<file path="config.mk">
export PLATFORM = sky130hd
export DESIGN_NAME = dbg_ack_target
export DESIGN_NICKNAME = d
export VERILOG_FILES = /design/src/rtl/dbg_ack_pkg.sv /design/src/rtl/dbg_low_timer.sv /design/src/rtl/dbg_pulse_gen.sv /design/src/rtl/dbg_ack_target.sv
export SDC_FILE = /design/constraint.sdc
export NUM_CORES = 1
export LEC_CHECK = 0
export ABC_CLOCK_PERIOD_IN_PS = 2600
export BUFFER_PORTS_ARGS = -buffer_cell sky130_fd_sc_hd__buf_4
export CAP_MARGIN = 20
export CORE_MARGIN = 1
export CORE_UTILIZATION = 59
export DETAILED_ROUTE_END_ITERATION = 16
export GPL_TIMING_DRIVEN = 0
export PLACE_DENSITY_LB_ADDON = 0.2
export SYNTH_ARGS = -nofsm -noshare
export SYNTH_HDL_FRONTEND = slang
export SYNTH_SLANG_ARGS = --single-unit
export TNS_END_PERCENT = 10
</file>
<file path="constraint.sdc">
create_clock -name clk -period 2.6 [get_ports clk]
set_clock_uncertainty 0.05 [all_clocks]
set_input_delay 0.52 -clock clk [delete_from_list [all_inputs] [get_ports clk]]
set_output_delay 0.52 -clock clk [all_outputs]
set_load 0.02 [all_outputs]
</file>
<file path="src/rtl/dbg_ack_pkg.sv">
package dbg_ack_pkg;

    typedef enum logic [2:0] {
        LK_IDLE,
        LK_PEND,
        LK_ACK,
        LK_SYNC,
        LK_REF
    } link_state_e;

    typedef enum logic [1:0] {
        PG_IDLE,
        PG_LOW,
        PG_SPEED
    } pulse_state_e;

endpackage

</file>
<file path="src/rtl/dbg_low_timer.sv">
module dbg_low_timer #(
    parameter int SYNC_LEN = 128
) (
    input  logic clk,
    input  logic rst_n,
    input  logic tick,
    input  logic line_in,
    input  logic mask,
    output logic sync_hit
);
    localparam int CW = $clog2(SYNC_LEN + 1);

    typedef struct packed {
        logic [CW-1:0] cnt;
    } timer_t;

    timer_t r_d, r_q;

    always_comb begin
        r_d = r_q;
        if (line_in || mask) begin
            r_d.cnt = '0;
        end else if (tick && (r_q.cnt < CW'(SYNC_LEN))) begin
            r_d.cnt = r_q.cnt + 1'b1;
        end
    end

    always_ff @(posedge clk or negedge rst_n) begin
        if (!rst_n) r_q <= '0;
        else        r_q <= r_d;
    end

    assign sync_hit = (r_q.cnt == CW'(SYNC_LEN));

endmodule

</file>
<file path="src/rtl/dbg_pulse_gen.sv">
module dbg_pulse_gen
    import dbg_ack_pkg::*;
#(
    parameter int ACK_LEN = 16,
    parameter int REF_LEN = 128
) (
    input  logic clk,
    input  logic rst_n,
    input  logic tick,
    input  logic start,
    input  logic sel_ref,
    output logic oe,
    output logic dout,
    output logic busy
);
    localparam int MAXL = (ACK_LEN > REF_LEN) ? ACK_LEN : REF_LEN;
    localparam int CW   = $clog2(MAXL + 1);

    typedef struct packed {
        pulse_state_e  st;
        logic [CW-1:0] cnt;
    } pulse_t;

    pulse_t p_d, p_q;

    always_comb begin
        p_d = p_q;
        unique case (p_q.st)
            PG_IDLE: begin
                if (start) begin
                    p_d.st  = PG_LOW;
                    p_d.cnt = sel_ref ? CW'(REF_LEN - 1) : CW'(ACK_LEN - 1);
                end
            end
            PG_LOW: begin
                if (tick) begin
                    if (p_q.cnt == '0) p_d.st = PG_SPEED;
                    else               p_d.cnt = p_q.cnt - 1'b1;
                end
            end
            PG_SPEED: begin
                if (tick) p_d.st = PG_IDLE;
            end
            default: p_d.st = PG_IDLE;
        endcase
    end

    always_ff @(posedge clk or negedge rst_n) begin
        if (!rst_n) begin
            p_q.st  <= PG_IDLE;
            p_q.cnt <= '0;
        end else begin
            p_q <= p_d;
        end
    end

    assign busy = (p_q.st != PG_IDLE);
    assign oe   = busy;
    assign dout = (p_q.st == PG_SPEED);

endmodule

</file>
<file path="src/rtl/dbg_ack_target.sv">
module dbg_ack_target
    import dbg_ack_pkg::*;
#(
    parameter int ACK_LEN  = 16,
    parameter int SYNC_LEN = 128,
    parameter int REF_LEN  = 128
) (
    input  logic clk,
    input  logic rst_n,
    input  logic sclk_en,
    input  logic wire_in,
    output logic wire_oe,
    output logic wire_do,
    input  logic cmd_valid,
    input  logic cmd_done,
    input  logic stop_mode
);
    typedef struct packed {
        link_state_e st;
    } link_t;

    link_t l_d, l_q;
    logic  sync_hit;
    logic  pg_start, pg_ref, pg_busy;

    dbg_low_timer #(.SYNC_LEN(SYNC_LEN)) u_timer (
        .clk      (clk),
        .rst_n    (rst_n),
        .tick     (sclk_en),
        .line_in  (wire_in),
        .mask     (pg_busy),
        .sync_hit (sync_hit)
    );

    dbg_pulse_gen #(.ACK_LEN(ACK_LEN), .REF_LEN(REF_LEN)) u_pulse (
        .clk     (clk),
        .rst_n   (rst_n),
        .tick    (sclk_en),
        .start   (pg_start),
        .sel_ref (pg_ref),
        .oe      (wire_oe),
        .dout    (wire_do),
        .busy    (pg_busy)
    );

    always_comb begin
        l_d      = l_q;
        pg_start = 1'b0;
        pg_ref   = 1'b0;
        unique case (l_q.st)
            LK_IDLE: begin
                if (sync_hit)                    l_d.st = LK_SYNC;
                else if (cmd_valid && !stop_mode) l_d.st = LK_PEND;
            end
            LK_PEND: begin
                if (sync_hit) begin
                    l_d.st = LK_SYNC;
                end else if (cmd_done) begin
                    pg_start = 1'b1;
                    l_d.st   = LK_ACK;
                end
            end
            LK_ACK: begin
                if (!pg_busy) l_d.st = LK_IDLE;
            end
            LK_SYNC: begin
                if (wire_in) begin
                    pg_start = 1'b1;
                    pg_ref   = 1'b1;
                    l_d.st   = LK_REF;
                end
            end
            LK_REF: begin
                if (!pg_busy) l_d.st = LK_IDLE;
            end
            default: l_d.st = LK_IDLE;
        endcase
    end

    always_ff @(posedge clk or negedge rst_n) begin
        if (!rst_n) l_q.st <= LK_IDLE;
        else        l_q    <= l_d;
    end

endmodule

</file>
==> run summary <==
Most common cell in the netlist -> dfrtp_1
Layout cells sized above 1 -> 15.5%
CP max stage delay -> 0.47 ns
Critical-path top delay cell -> dfrtp_1
Final Hold Vio Count -> 0
WP data arrival -> 2.23 ns
First-pass GRT wire length -> 5350 um
Final Max Slew Viols -> 0
Clk Latency, worst-skew pair -> 0.31 ns
Post_cts resized -> 0
Max FO, Critical Path -> 8
Vias in the first global route -> 1187
Crit path to -> u_pulse.p_q[4]
DRT Pass-1 Iters -> 4
Area Growth Syn to Fin -> 8.92%
F_max -> 0.483 GHz
Area of the core -> 2210 um2
Clock buffer depth -> 2
Critical Path End Type -> register
Gate Count Post-Synth -> 143
Hold WC Path Type -> primary input to asynchronous set/reset pin
Slew headroom -> 66.5%
Worst Setup SP -> u_pulse.p_q[0]
GRT overflow -> 0
Fin crit share -> 79.6%
Initial antenna violation count -> 0
Worst vdd ir -> 0.614 mV
H-tree lvl count -> 1
CTS Sinks -> 21
Synth unique cells -> 51
Worst-path clk slew -> 0.12 ns
Drt drc -> 0
Fill cells -> 197
Status -> finished, final reports clean
Largest net degree at the start of global routing -> 22
Yosys warning total -> 0
Pwr/cell area -> 840 nW/um2
Final hold slack -> 0.00773 ns
Die Y -> 50.3 um
Final ANT Viol Nets -> 0
Die Area -> 2530 um2
Vias -> 1180
Initial Util -> 62.2%
Worst r2r path cells -> 6
Period minus WS final -> 2.07 ns
Critical R2R Capture -> u_pulse.p_q[4]
Iter 0 DRT Violations -> 26
Top cell type by total area after synthesis -> dfrtp_1
Worst setup SP type -> register
Placement Rows -> 17
Detailed placer's ending HPWL -> 2130 um
RSZ-0062 raised after global routing -> no
IO Port Bufs -> 8
TritonCTS Buffers -> 3
Yosys top cell area share -> 38.2%
Sequential cell area -> 526 um2
Final setup vio count -> 0
Multi-input logic area -> 757 um2
Critical-path cell list -> inv_1, ha_1, nor4b_4, a21oi_1, nand2b_1, a32o_1
IO Pins -> 9
Setup repair bufs after CTS -> 0
Synth Net Count -> 154
Worst-margin pin slew -> 0.498 ns
WL per Instance -> 16.0 um
Post-Syn Area -> 1380 um2
Vias/cell -> 6.45
Most common library cells after synthesis -> dfrtp_1 (21), nor2_1 (13), inv_1 (12)
Max_cap viols -> 0
R2R Path Start -> u_pulse.p_q[0]
Total Routing Usage GR -> 28.3%
Synth top area cells -> dfrtp_1 (38%), ha_1 (3.6%), nor2_1 (3.5%)
Register area share after synthesis -> 38.2%
Setup Crit Path Kind -> register to register
Routed wire length -> 2930 um
Post-CTS Hold Fix Bufs -> 0
Leak pwr -> 0.639 nW
PnR worst setup slack -> 0.529 ns
Nets -> 167
Diode count -> 0
Clk root buf -> clkbuf_4
Gpl congestion -> 0.874
Number of synthesized flops with an enable pin -> 0
Flops & latches, synth -> 21
Worst EP required -> 2.76 ns
Die Wd -> 50.3 um
Register-to-register setup slack -> 0.53 ns
Post-route setup TNS -> 0 ns
Main synth FF type -> dfrtp_1
Pre-CTS WS -> 0.595 ns
TritonCTS clock tree -> yes
Synth Area per Inst -> 9.62 um2
Post-synth ARST share -> 100%
[metrics by stage]
step / area, um2 / cells / utilization (%) / power (W)
after global routing: 1500 / 183 / 67.7 / 0.00135
after detailed placement: 1470 / 179 / 66.5 / 0.00109
after CTS: 1500 / 183 / 67.7 / 0.00126
final: 1500 / 183 / 67.7 / 0.00126
after floorplan: 1380 / 143 / - / 0.000940
after global placement: 1470 / 179 / 66.5 / 0.00105
[logic make-up after synthesis]
group / Yosys count / share of synthesized area [%]
compound gates: 36 / 21.5
xor+xnor: 6 / 3.82
fa+ha+maj: 4 / 3.64
buf+inv: 19 / 6.73
flops: 21 / 38.2
mux: 2 / 1.46
simple gates: 55 / 24.7
[report_power, final]
part	leakage [nW]	switching, W	internal [W]
Combinational	0.350	0.000312	0.000258
Clock	0.0177	0.000105	0.0000576
Sequential	0.271	0.000125	0.000401
[final cells by class]
class | count | area share [%]
timing repair buffer | 8 | 4.01
sequential | 21 | 35.1
multi-input combinational | 103 | 50.5
tap | 28 | 2.34
inverter | 12 | 3.01
clock inverter | 1 | 0.334
buffer | 7 | 3.17
clock buffer | 3 | 1.50
[layout by cell type, fill, tap and decap left out, types with 2 or more instances in the layout]
master / count
buf_4: 9
dfrtp_1: 21
xnor2_1: 2
a21o_1: 2
a211oi_1: 2
o22ai_1: 4
clkbuf_4: 3
nand4_1: 6
inv_1: 12
nor2_1: 13
clkbuf_1: 2
nor4_1: 2
nor2b_1: 3
buf_6: 2
nand2_1: 6
o211ai_1: 2
or3_1: 3
nand2b_1: 6
nor3_1: 3
buf_2: 2
o21ai_0: 3
a21oi_1: 5
xor2_1: 4
a2bb2oi_1: 3
nand3_1: 2
ha_1: 4
a32o_1: 2
mux2i_1: 2
[sequential cells by signal (all words and copies together), names as in the netlist]
register,cells
u_pulse.p_q,10
u_timer.r_q,8
l_q,3
[worst max-delay path, delay by kind of cell (launching register included)]
kind                       cells  cell delay [ns]
DFF                            1             0.47
and+or+nand+nor                2             0.63
adders and majority gates      1             0.20
buffers and inverters          1             0.12
AOI/OAI and AO/OA              2             0.51
[metal layers]
| layer | GRT usage [%] | share of wire, % | vias to the layer above |
|---|---|---|---|
| met2 | 45.1 | 49 | 31 |
| met5 | 0 | 0 | - |
| met1 | 36.6 | 45 | 581 |
| met4 | 15.7 | 2.2 | 0 |
| met3 | 4.24 | 3.8 | 7 |
| li1 | - | - | 561 |
[worst min-delay path by stage]
stage / start / cells past startpoint / endpoint
final: rst_n / 1 / l_q[2]
after global placement: rst_n / 1 / l_q[1]
after global routing: rst_n / 1 / l_q[2]
after detailed placement: rst_n / 1 / l_q[0]
after CTS: rst_n / 1 / l_q[0]
after floorplan: rst_n / 0 / l_q[0]
Note: power is estimated with default switching activity, not from simulation.
